## config.mk

```make
export PLATFORM = sky130hd
export DESIGN_NAME = host_ack_intc
export DESIGN_NICKNAME = d
export VERILOG_FILES = /design/src/rtl/hai_pkg.sv /design/src/rtl/hai_edge_latch.sv /design/src/rtl/hai_prio_pick.sv /design/src/rtl/host_ack_intc.sv
export SDC_FILE = /design/constraint.sdc
export NUM_CORES = 1
export LEC_CHECK = 0
export ABC_AREA = 1
export BUFFER_PORTS_ARGS = -buffer_cell sky130_fd_sc_hd__buf_2
export CORE_ASPECT_RATIO = 0.9
export CORE_MARGIN = 8
export CORE_UTILIZATION = 55
export DETAILED_ROUTE_END_ITERATION = 8
export GPL_TIMING_DRIVEN = 0
export PLACE_DENSITY = 0.79
export SYNTH_ARGS = -nofsm -noshare
export SYNTH_HDL_FRONTEND = slang
export SYNTH_SLANG_ARGS = --single-unit
```

## constraint.sdc

```tcl
create_clock -name clk -period 10.34 [get_ports clk]
set_clock_uncertainty 0.2 [all_clocks]
set_input_delay 2.068 -clock clk [delete_from_list [all_inputs] [get_ports clk]]
set_output_delay 2.068 -clock clk [all_outputs]
set_load 0.05 [all_outputs]
```

## src/rtl/hai_pkg.sv

```systemverilog
package hai_pkg;
  localparam int ADDR_W = 3;

  typedef enum logic [ADDR_W-1:0] {
    REG_SRC   = 3'd0,
    REG_CTRL  = 3'd1,
    REG_MASK  = 3'd2,
    REG_SENSE = 3'd3,
    REG_PEND  = 3'd4,
    REG_PRIO  = 3'd5
  } reg_addr_e;
endpackage

```

## src/rtl/hai_edge_latch.sv

```systemverilog
module hai_edge_latch #(
  parameter int NUM_SRC = 8
) (
  input  logic               clk,
  input  logic               rst,
  input  logic [NUM_SRC-1:0] line_in,
  input  logic [NUM_SRC-1:0] edge_sel,
  input  logic [NUM_SRC-1:0] clr,
  output logic [NUM_SRC-1:0] pend
);
  logic [NUM_SRC-1:0] prev_q;
  logic [NUM_SRC-1:0] rise;

  for (genvar i = 0; i < NUM_SRC; i++) begin : g_line
    assign rise[i] = line_in[i] & ~prev_q[i];

    always_ff @(posedge clk) begin
      if (rst) begin
        prev_q[i] <= 1'b0;
        pend[i]   <= 1'b0;
      end else begin
        prev_q[i] <= line_in[i];
        pend[i]   <= edge_sel[i] & (rise[i] | (pend[i] & ~clr[i]));
      end
    end


    edge_capture_chk: assert property (@(posedge clk) disable iff (rst)
      (edge_sel[i] && line_in[i] && !prev_q[i]) |=> pend[i]);


    level_no_latch_chk: assert property (@(posedge clk) disable iff (rst)
      !edge_sel[i] |=> !pend[i]);
  end
endmodule

```

## src/rtl/hai_prio_pick.sv

```systemverilog
module hai_prio_pick #(
  parameter int NUM_SRC = 8,
  parameter int PRIO_W  = 3,
  localparam int IDX_W  = (NUM_SRC > 1) ? $clog2(NUM_SRC) : 1
) (
  input  logic [NUM_SRC-1:0]        req,
  input  logic [NUM_SRC*PRIO_W-1:0] prio,
  output logic                      win_valid,
  output logic [IDX_W-1:0]          win_idx
);
  logic [PRIO_W-1:0] best;

  always_comb begin
    win_valid = 1'b0;
    win_idx   = '0;
    best      = '0;
    for (int i = 0; i < NUM_SRC; i++) begin
      if (req[i] && (!win_valid || prio[i*PRIO_W +: PRIO_W] > best)) begin
        win_valid = 1'b1;
        win_idx   = IDX_W'(i);
        best      = prio[i*PRIO_W +: PRIO_W];
      end
    end
  end
endmodule

```

## src/rtl/host_ack_intc.sv

```systemverilog
module host_ack_intc
  import hai_pkg::*;
#(
  parameter int NUM_SRC = 8,
  parameter int PRIO_W  = 3,
  parameter int DATA_W  = 32
) (
  input  logic                 clk,
  input  logic                 rst,
  input  logic [NUM_SRC-1:0]   src_in,
  input  logic                 bus_wr,
  input  logic                 bus_rd,
  input  logic [ADDR_W-1:0]    bus_addr,
  input  logic [DATA_W-1:0]    bus_wdata,
  output logic [DATA_W-1:0]    bus_rdata,
  output logic                 irq
);
  localparam int IDX_W     = (NUM_SRC > 1) ? $clog2(NUM_SRC) : 1;
  localparam int PRIO_BITS = NUM_SRC * PRIO_W;

  logic [NUM_SRC-1:0]   mask_q, sense_q, pend, clr_vec, req;
  logic [PRIO_BITS-1:0] prio_q;
  logic                 irq_q, agree_q;
  logic [IDX_W-1:0]     src_q, win_idx;
  logic                 win_valid, agree_wr, src_rd;

  assign agree_wr = bus_wr && (bus_addr == REG_CTRL) && bus_wdata[0];
  assign src_rd   = bus_rd && (bus_addr == REG_SRC);
  assign clr_vec  = (src_rd && irq_q) ? (NUM_SRC'(1) << src_q) : '0;
  assign req      = ~mask_q & ((pend & sense_q) | (src_in & ~sense_q));
  assign irq      = irq_q;

  hai_edge_latch #(.NUM_SRC(NUM_SRC)) u_edge (
    .clk(clk), .rst(rst), .line_in(src_in), .edge_sel(sense_q),
    .clr(clr_vec), .pend(pend)
  );

  hai_prio_pick #(.NUM_SRC(NUM_SRC), .PRIO_W(PRIO_W)) u_pick (
    .req(req), .prio(prio_q), .win_valid(win_valid), .win_idx(win_idx)
  );

  // configuration registers
  always_ff @(posedge clk) begin
    if (rst) begin
      mask_q  <= '1;
      sense_q <= '0;
      prio_q  <= '0;
    end else if (bus_wr) begin
      case (bus_addr)
        REG_MASK:  mask_q  <= bus_wdata[NUM_SRC-1:0];
        REG_SENSE: sense_q <= bus_wdata[NUM_SRC-1:0];
        REG_PRIO:  prio_q  <= bus_wdata[PRIO_BITS-1:0];
        default: ;
      endcase
    end
  end

  // host handshake: raise, freeze, drop on agreement, re-arm
  always_ff @(posedge clk) begin
    if (rst) begin
      irq_q   <= 1'b0;
      agree_q <= 1'b0;
      src_q   <= '0;
    end else begin
      agree_q <= agree_wr;
      if (agree_wr) begin
        irq_q <= 1'b0;
      end else if (!irq_q && !agree_q && win_valid) begin
        irq_q <= 1'b1;
        src_q <= win_idx;
      end
    end
  end

  // registered read port
  always_ff @(posedge clk) begin
    if (rst) begin
      bus_rdata <= '0;
    end else if (bus_rd) begin
      case (bus_addr)
        REG_SRC:   bus_rdata <= DATA_W'(src_q);
        REG_CTRL:  bus_rdata <= DATA_W'(agree_q);
        REG_MASK:  bus_rdata <= DATA_W'(mask_q);
        REG_SENSE: bus_rdata <= DATA_W'(sense_q);
        REG_PEND:  bus_rdata <= DATA_W'(pend);
        REG_PRIO:  bus_rdata <= DATA_W'(prio_q);
        default:   bus_rdata <= '0;
      endcase
    end
  end


  irq_drop_chk: assert property (@(posedge clk) disable iff (rst)
    $fell(irq_q) |-> $past(agree_wr));


  agree_pulse_chk: assert property (@(posedge clk) disable iff (rst)
    agree_q |=> !agree_q);


  rearm_gap_chk: assert property (@(posedge clk) disable iff (rst)
    agree_q |-> !irq_q);


  irq_rise_chk: assert property (@(posedge clk) disable iff (rst)
    $rose(irq_q) |-> $past(win_valid && !agree_q));


  src_freeze_chk: assert property (@(posedge clk) disable iff (rst)
    (irq_q && $past(irq_q)) |-> $stable(src_q));


  winner_unmasked_chk: assert property (@(posedge clk) disable iff (rst)
    win_valid |-> !mask_q[win_idx]);
endmodule

```

Word-level counts from Yosys, hierarchy flattened
Cells that the tools add are included.

Bitwise operators: 55. Div/mod/pow operators: 0. Shifts and indexed selects: 1. Equal/unequal tests: 5. Muxes and demuxes: 24. Multipliers: 0. Reductions and logical operators: 35. Order comparisons: 7. $add $sub $neg: 0.

Operators with widths (number): 24-bit one-hot mux with 6 select lines (1); 3-bit 2-to-1 mux (11); 1-bit bitwise AND (24); 8-bit bitwise AND (3); 3-bit > comparator (7); 1-bit NOT (17); 8-bit NOT (2); 1-bit logical AND (13); 1-bit logical NOT (9); 1-bit 2-to-1 mux (9); 8-bit 2-to-1 mux (1); 1-bit bitwise OR (8); 8-bit bitwise OR (1); 2-bit AND reduction (4); 1-bit by 3-bit << shifter with 8-bit output (first input constant) (1); 1-bit logical OR (7); 3-bit by 2-bit equality test with 1-bit output (second input constant) (2); 3-bit equality test (second input constant) (2); 2-bit 2-to-1 mux (2); 3-bit by 1-bit equality test with 1-bit output (second input constant) (1); 3-bit logical NOT (1); 2-bit OR reduction (1).

ROM bits: 0. RAM bits: 0. Memories: 0. Word-level logic and storage cells: 150. Bits in registers: 93. Latch bits: 0. Output and inout port bits: 33. Input bits: 47.

Longest topological paths before layout
Gate-level depths: netlist of run 1.

Depth after elaboration: 35. Gate-level depth with buffers: 69. Gate-level depth less buffers: 69.

Cells and area by module
Synthesis of run 1 repeated with hierarchy kept, for this count alone.

Cell total of the unflattened synthesis: 665. Area, all modules: 4578.1 µm².

Modules (own cells, without submodules): host_ack_intc (seq. area each 1381.3 µm², area each 3027.9 µm², times used 1, cells an instance 414); hai_prio_pick (seq. area each 0.0 µm², area each 929.6 µm², times used 1, cells an instance 169); hai_edge_latch (seq. area each 320.3 µm², area each 620.6 µm², times used 1, cells an instance 82).

Worst setup path after synthesis of run 1
OpenSTA, ideal clock, no wires.

Path type: input-to-reg. From: input port src_in[0]. To: register src_q[0]. Data arrival time: 8841 ps. Stages on the path: 67. Library setup time: 115 ps. Path slack: 1184 ps. Path buffers: 0. Required time: 10025 ps. Cell sequence: nor2_2 > nor2_4 > nand2_4 > nor2_1 > inv_1 > ha_1 > a21oi_1 > nand2_1 > nand2_1 > nand2_4 > nand2_4 > nand2_1 > and2_1 > ha_1 > a21oi_1 > nand2_1 > nand2_1 > nand2_2 > [... 31 more ...] > and2_1 > ha_1 > a21oi_1 > o21ai_0 > nand2_1 > nand2_2 > nand2_4 > inv_1 > nand2_1 > nand2_1 > ha_1 > a21oi_1 > o21ai_0 > nand2_1 > nand2_1 > nand2_2 > nand2_1 > o21a_1.

Longest elaborated chain between the ends: 34. Elaborated cells on any way between the ends: 55. Those cells by class: 7 x order compare; 22 x mux; 3 x bitwise; 23 x reduce/logical.

Ends and longest elaborated chain: from (decl) (RTL line host_ack_intc.sv:10) `input logic [NUM_SRC-1:0] src_in,`; 8-bit bitwise AND * (RTL line host_ack_intc.sv:30) `assign req = ~mask_q & ((pend & sense_q) | (src_in & ~sense_q));`; 8-bit bitwise OR * (RTL line host_ack_intc.sv:30); 8-bit bitwise AND * (RTL line host_ack_intc.sv:30); 3-bit 2-to-1 mux / 1-bit 2-to-1 mux (equally long branches) (RTL line hai_prio_pick.sv:18) `if (req[i] && (!win_valid || prio[i*PRIO_W +: PRIO_W] > best)) begin`; 3-bit > comparator / 1-bit logical NOT (equally long branches) (RTL line hai_prio_pick.sv:18); 1-bit logical OR (RTL line hai_prio_pick.sv:18); 1-bit logical AND (RTL line hai_prio_pick.sv:18); 3-bit 2-to-1 mux / 1-bit 2-to-1 mux (equally long branches) (RTL line hai_prio_pick.sv:18); [... 18 more ...]; 1-bit logical AND (RTL line hai_prio_pick.sv:18); 3-bit 2-to-1 mux / 1-bit 2-to-1 mux (equally long branches) (RTL line hai_prio_pick.sv:18); 3-bit > comparator / 1-bit logical NOT (equally long branches) (RTL line hai_prio_pick.sv:18); 1-bit logical OR (RTL line hai_prio_pick.sv:18); 1-bit logical AND (RTL line hai_prio_pick.sv:18); 1-bit 2-to-1 mux (RTL line hai_prio_pick.sv:18); 1-bit logical AND (RTL line host_ack_intc.sv:68) `end else if (!irq_q && !agree_q && win_valid) begin`; 2-bit AND reduction (no source line); to (signal assigned) (RTL line host_ack_intc.sv:70) `src_q <= win_idx;`; to (decl) (RTL line host_ack_intc.sv:24) `logic [IDX_W-1:0] src_q, win_idx;`.

Mark *: on every way between the ends. The rest lies on a longest branch, timed or not. A chain may end at the register's enable or synchronous reset.

Worst setup path in the final report of run 1
From: input port src_in[0]. To: register src_q[2].

The elaborated chain is that of the path after synthesis.

==> impl_metrics.json, run 1 <==
{
  "status": "finished, final reports clean",
  "synth_largest_area_cell": "dfxtp_1",
  "holdWs_ps": 264,
  "post_dp_cell_area_sq_um": 4970,
  "n_fill_cell": 719,
  "synth_fa_ha_area_share_pct": 5.82,
  "wl_um": 13800,
  "clock_sinks": 85,
  "drive_gt1_share_pct": 21.7,
  "synth_common_cells": "nand2_1 (108), dfxtp_1 (85), inv_1 (66), a21oi_1 (63), nor2_1 (44)",
  "async_flop_share_pct": 0,
  "synth_most_common_cell": "nand2_1",
  "io_pins": 80,
  "diodes": 0,
  "syn_inst": 617,
  "power_per_cell_area_nw_per_um2": 145,
  "track_usage_pct": 24.0,
  "ff_latch_area_sq_um": 1700,
  "via_per_inst": 5.69,
  "critPathKind": "in2reg",
  "worstSkewPairLatency_ps": 370,
  "peakVddDrop_v": 0.0000719,
  "multiInputGateArea_sq_um": 2420,
  "root_buffer": "clkbuf_8",
  "gp_congestion": 0.976,
  "dp_hpwl_um": 10500,
  "finalHoldViolCount": 0,
  "path_clk_slew_ps": 90,
  "ys_seq_elements": 85,
  "drc": 0,
  "p_total_mw": 0.769,
  "p_leak_nw": 2.38,
  "die_y_um": 102,
  "synth-edff-count": 0,
  "vias": 4594,
  "area_growth_pct": 17.8,
  "ys_dominant_reg_cell": "dfxtp_1",
  "hp-class": "reg2reg",
  "finalSetupViolations": 0,
  "synth_top_family_by_area": "simple AND/OR/NAND/NOR gates",
  "wl_per_cell_um": 17.1,
  "grt_antenna_before_repair": 0,
  "cp_common_cell": "nand2_1",
  "layout.nets": 772,
  "layout.cells.non_filler": 808,
  "coreArea_sq_um": 7990,
  "synth.mux.area_fraction_pct": 0,
  "worstSetupStartpointType": "input port",
  "grt_pass1_vias": 4289,
  "max_stage_delay_ps": 310,
  "firstDrtPassIters": 5,
  "cts_made_buffers": 9,
  "yosysSeqAreaShare_pct": 37.7,
  "setup_ws_ps": 689,
  "postSynthAreaPerCell_sq_um": 7.31,
  "setup_tns_ps": 0,
  "synthesis.area_sq_um": 4510,
  "grt_pass1_wl_um": 21700,
  "io_buffers": 61,
  "cp_data_required_time_ps": 10410,
  "cp_max_fo": 7,
  "fmax_ghz": 0.104,
  "rows": 31,
  "drtIter0Drc": 403,
  "min_period_ps": 9650,
  "utilization_pct": 66.5,
  "yosys-top-cells-area": "dfxtp_1 (38%), nand2_1 (9.0%), a21oi_1 (7.0%)",
  "yosysUniqueCellTypes": 40,
  "grt_max_degree": 15,
  "crit_arrival_ps": 9720,
  "cts_hold_buf": 0,
  "endpoint_kind": "flip-flop",
  "drv_cap": 0,
  "cp_slowest_cell": "ha_1",
  "final_antenna_net_count": 0,
  "synthDominantCellAreaShare_pct": 37.7,
  "post-place-cells": 784,
  "yosysWarnings": 0,
  "die_w_um": 111,
  "yosys.area_share.simple_pct": 26.5,
  "initial_core_util_pct": 56.5,
  "stdcell_area_sq_um": 5320,
  "cts_tree": "done",
  "period_share_pct": 93.3,
  "max-slew-margin-rel_pct": 60.3,
  "pre_cts_slack_ps": 183,
  "synth_xor_area_share_pct": 0,
  "worst_slew_pin_slew_ps": 595,
  "htree_levels": 3,
  "dieArea_sq_um": 11400,
  "overflow": 0,
  "synth_compound_area_share_pct": 19.7,
  "final-max-slew-violation-count": 0,
  "clockBufferDepth": 2
}
layout make-up:
class                   instances  share of cell area (%)
clock inverters                 5                    2.02
clock buffers                  11                    2.66
flip-flops and latches         85                    32.0
inverters                      78                    5.51
well taps                      99                    2.33
repair buffers                 69                    6.87
multi-input cells             429                    45.5
plain buffers                  32                    3.08
cells in the final DEF, fill, tap and decap left out, types with 8 or more instances in the layout:
master,count
o211ai_1,8
inv_2,11
o21ai_0,31
inv_1,66
ha_1,19
and2_1,9
nand3_2,10
nand2_1,107
clkbuf_1,13
nor2_1,43
nand3_1,31
a21oi_1,63
o21ai_1,30
clkbuf_8,10
conb_1,8
buf_4,17
nand2_2,8
buf_2,69
o22ai_1,12
dfxtp_1,85
critical path: cells and delay by family:
family	cells	cell delay (ps)
simple gates	44	3790
compound gates	10	1210
fa+ha+maj	7	1980
buf+inv	8	620
final timing paths:
check / end / depth (start not counted) / slack [ps] / startpoint
worst max-delay path: src_q[2] / 69 / 690 / src_in[0]
worst min-delay path: bus_rdata[4] / 2 / 260 / bus_rdata[4]
worst max register to register: src_q[2] / 68 / 1980 / sense_q[0]
worst min register to register: bus_rdata[4] / 2 / 260 / bus_rdata[4]
registers in the layout, indices dropped and copies added, names as in the netlist:
name / flops
agree_q: 1
bus_rdata: 24
irq: 1
mask_q: 8
prio_q: 24
sense_q: 8
src_q: 3
u_edge.pend: 8
u_edge.prev_q: 8
cells by family (layout without fill, tap and decap cells):
| group | count (synthesis) | after routing |
|---|---|---|
| other cells | 1 | 8 |
| simple gates | 240 | 240 |
| fa+ha+maj | 21 | 21 |
| buf+inv | 110 | 195 |
| flops | 85 | 85 |
| compound gates | 160 | 160 |
what timing repair did:
action	4_1_cts	5_1_grt
endpoints found under the setup margin	0	3
gates resized for setup	0	8
buffers inserted	0	8
endpoints found under the hold margin	0	0
layer usage:
metal | GRT usage [%] | routed length (um) | vias up
met3 | 5.28 | 1040 | 25
li1 | - | - | 2224
met4 | 7.68 | 238 | 0
met5 | 0 | 0 | -
met1 | 30.7 | 6130 | 2155
met2 | 39.7 | 6410 | 190
where the power goes:
group / switching (mW) / internal [mW]
Sequential: 0.00952 / 0.341
Combinational: 0.0886 / 0.0393
Clock: 0.123 / 0.168
No activity file was read; power rests on OpenSTA's default activity.
==> run 2: changes to the inputs <==
- clock period: 10.34 -> 12.5 ns (I/O delays scaled with it)
==> run 2 against run 1 <==
Total power down 17%. Sequential share of layout area rose by 0.61 points. Non-clock buffer count is 8 lower. Critical path depth stayed put. Largest power group unchanged. Sequential power down 17%. Register-to-register slack improved by 1900 ps. Count of clock-buffer cells in the layout stayed put. First-iteration DRC count decreased by 13%. Worst hold slack got worse by 2.8 ps. Combinational power down 20%.
==> impl_metrics.json, run 2 (synthesis results as in run 1) <==
{
  "max_stage_delay_ps": 310,
  "reg2reg_to": "src_q[1]",
  "fmax_ghz": 0.0970,
  "layout.nets": 764,
  "post_dp_cell_area_sq_um": 4970,
  "crit_arrival_ps": 10370,
  "die_w_um": 111,
  "reg2reg_depth": 68,
  "grt_max_degree": 15,
  "cts_made_buffers": 9,
  "finalSetupViolations": 0,
  "cts_resized": 0,
  "peakVddDrop_v": 0.0000591,
  "reg2reg_from": "sense_q[0]",
  "max-slew-margin-rel_pct": 60.4,
  "initial_core_util_pct": 56.5,
  "cts_tree": "done",
  "vias": 4549,
  "period_share_pct": 82.5,
  "drtIter0Drc": 349,
  "post-place-cells": 784,
  "io_buffers": 61,
  "dieArea_sq_um": 11400,
  "rrSetupSlack_ps": 3920,
  "power_per_cell_area_nw_per_um2": 122,
  "htree_levels": 3,
  "finalHoldViolCount": 0,
  "root_buffer": "clkbuf_8",
  "final_common_cell": "nand2_1",
  "p_total_mw": 0.635,
  "min_period_ps": 10310,
  "stdcell_area_sq_um": 5220,
  "cp_common_cell": "nand2_1",
  "final_antenna_net_count": 0,
  "wl_um": 13600,
  "overflow": 0,
  "via_per_inst": 5.69,
  "final_cell_mix": "nand2_1 (108), dfxtp_1 (85), buf_2 (69)",
  "wl_per_cell_um": 17.0,
  "coreArea_sq_um": 7990,
  "hp-class": "reg2reg",
  "cts_hold_buf": 0,
  "path_clk_slew_ps": 90,
  "largestRegisters": "bus_rdata (24), prio_q (24)",
  "n_fill_cell": 739,
  "status": "finished, final reports clean",
  "drc": 0,
  "rsz0062_at_grt": "false",
  "endpoint_kind": "flip-flop",
  "gp_congestion": 0.976,
  "cp-endpoint": "src_q[1]",
  "critPathKind": "in2reg",
  "layout.cells.non_filler": 800,
  "grt_antenna_before_repair": 0,
  "io_pins": 80,
  "worstSkewPairLatency_ps": 370,
  "diodes": 0,
  "area_growth_pct": 15.6,
  "worstSetupStartpointType": "input port",
  "cp_slowest_cell": "ha_1",
  "final-max-slew-violation-count": 0,
  "track_usage_pct": 24.0,
  "grt_pass1_vias": 4289,
  "clock_sinks": 85,
  "worst_slew_pin_slew_ps": 594,
  "holdWs_ps": 262,
  "drv_cap": 0,
  "dp_hpwl_um": 10500,
  "cp-startpoint": "src_in[0]",
  "p_leak_nw": 2.34,
  "die_y_um": 102,
  "cp_max_fo": 7,
  "cts_setup_buffers": 0,
  "drive_gt1_share_pct": 20.3,
  "clockBufferDepth": 2,
  "rows": 31,
  "cp_data_required_time_ps": 12560,
  "setup_tns_ps": 0,
  "grt_pass1_wl_um": 21700,
  "firstDrtPassIters": 5
}
==> run 2: cell types whose count changed in the layout (fill, tap and decap cells not counted), moves of 2 or more <==
| cell | previous run | this run |
|---|---|---|
| ha_4 | 2 | 0 |
| ha_1 | 19 | 21 |
| o21ai_1 | 30 | 28 |
| buf_4 | 17 | 9 |
| o21ai_0 | 31 | 33 |
==> run 2: power breakdown <==
part	switching (mW)	internal, mW
registers	0.00771	0.282
logic	0.0722	0.0313
clock network	0.103	0.139
==> run 2: how the worst min path moves through the flow <==
stage	from	end	slack, ps	depth (start not counted)
6_report	prio_q[15]	bus_rdata[15]	260	2
5_1_grt	bus_rdata[3]	bus_rdata[3]	280	2
4_1_cts	sense_q[6]	u_edge.pend[6]	270	2
3_5_place_dp	bus_rdata[4]	bus_rdata[4]	250	2
3_3_place_gp	bus_rdata[7]	bus_rdata[7]	250	2
2_1_floorplan	prio_q[9]	bus_rdata[9]	240	2
==> run 2: metrics by stage <==
step           worst slack (ps)  util [%]
2_1_floorplan              2910         -
3_3_place_gp               2180      62.2
3_5_place_dp               1910      62.2
4_1_cts                    2250      65.3
5_1_grt                    1300      65.3
6_report                   2190      65.3
==> run 2: layout make-up <==
| class | count | area, sq um | share of cell area, % |
|---|---|---|---|
| sequential | 85 | 1700 | 32.6 |
| clock inverter | 5 | 108 | 2.06 |
| buffer | 32 | 164 | 3.14 |
| tap | 99 | 124 | 2.37 |
| timing repair buffer | 61 | 305 | 5.85 |
| clock buffer | 11 | 141 | 2.71 |
| inverter | 78 | 293 | 5.61 |
| multi-input combinational | 429 | 2380 | 45.6 |
==> run 2: critical path, delay by kind of cell <==
| family | cells | cell delay (ps) |
|---|---|---|
| adders and majority gates | 7 | 2100 |
| AOI/OAI and AO/OA | 11 | 1370 |
| and+or+nand+nor | 43 | 3780 |
| buffers and inverters | 8 | 600 |
==> run 2: per-layer routing <==
metal | share of wire [%] | up-vias | wire length, um | GRT usage (%)
li1 | - | 2211 | - | -
met1 | 44 | 2133 | 6020 | 30.7
met2 | 47 | 184 | 6340 | 39.7
met3 | 7.6 | 21 | 1030 | 5.28
met4 | 1.3 | 0 | 182 | 7.68
met5 | 0 | - | 0 | 0
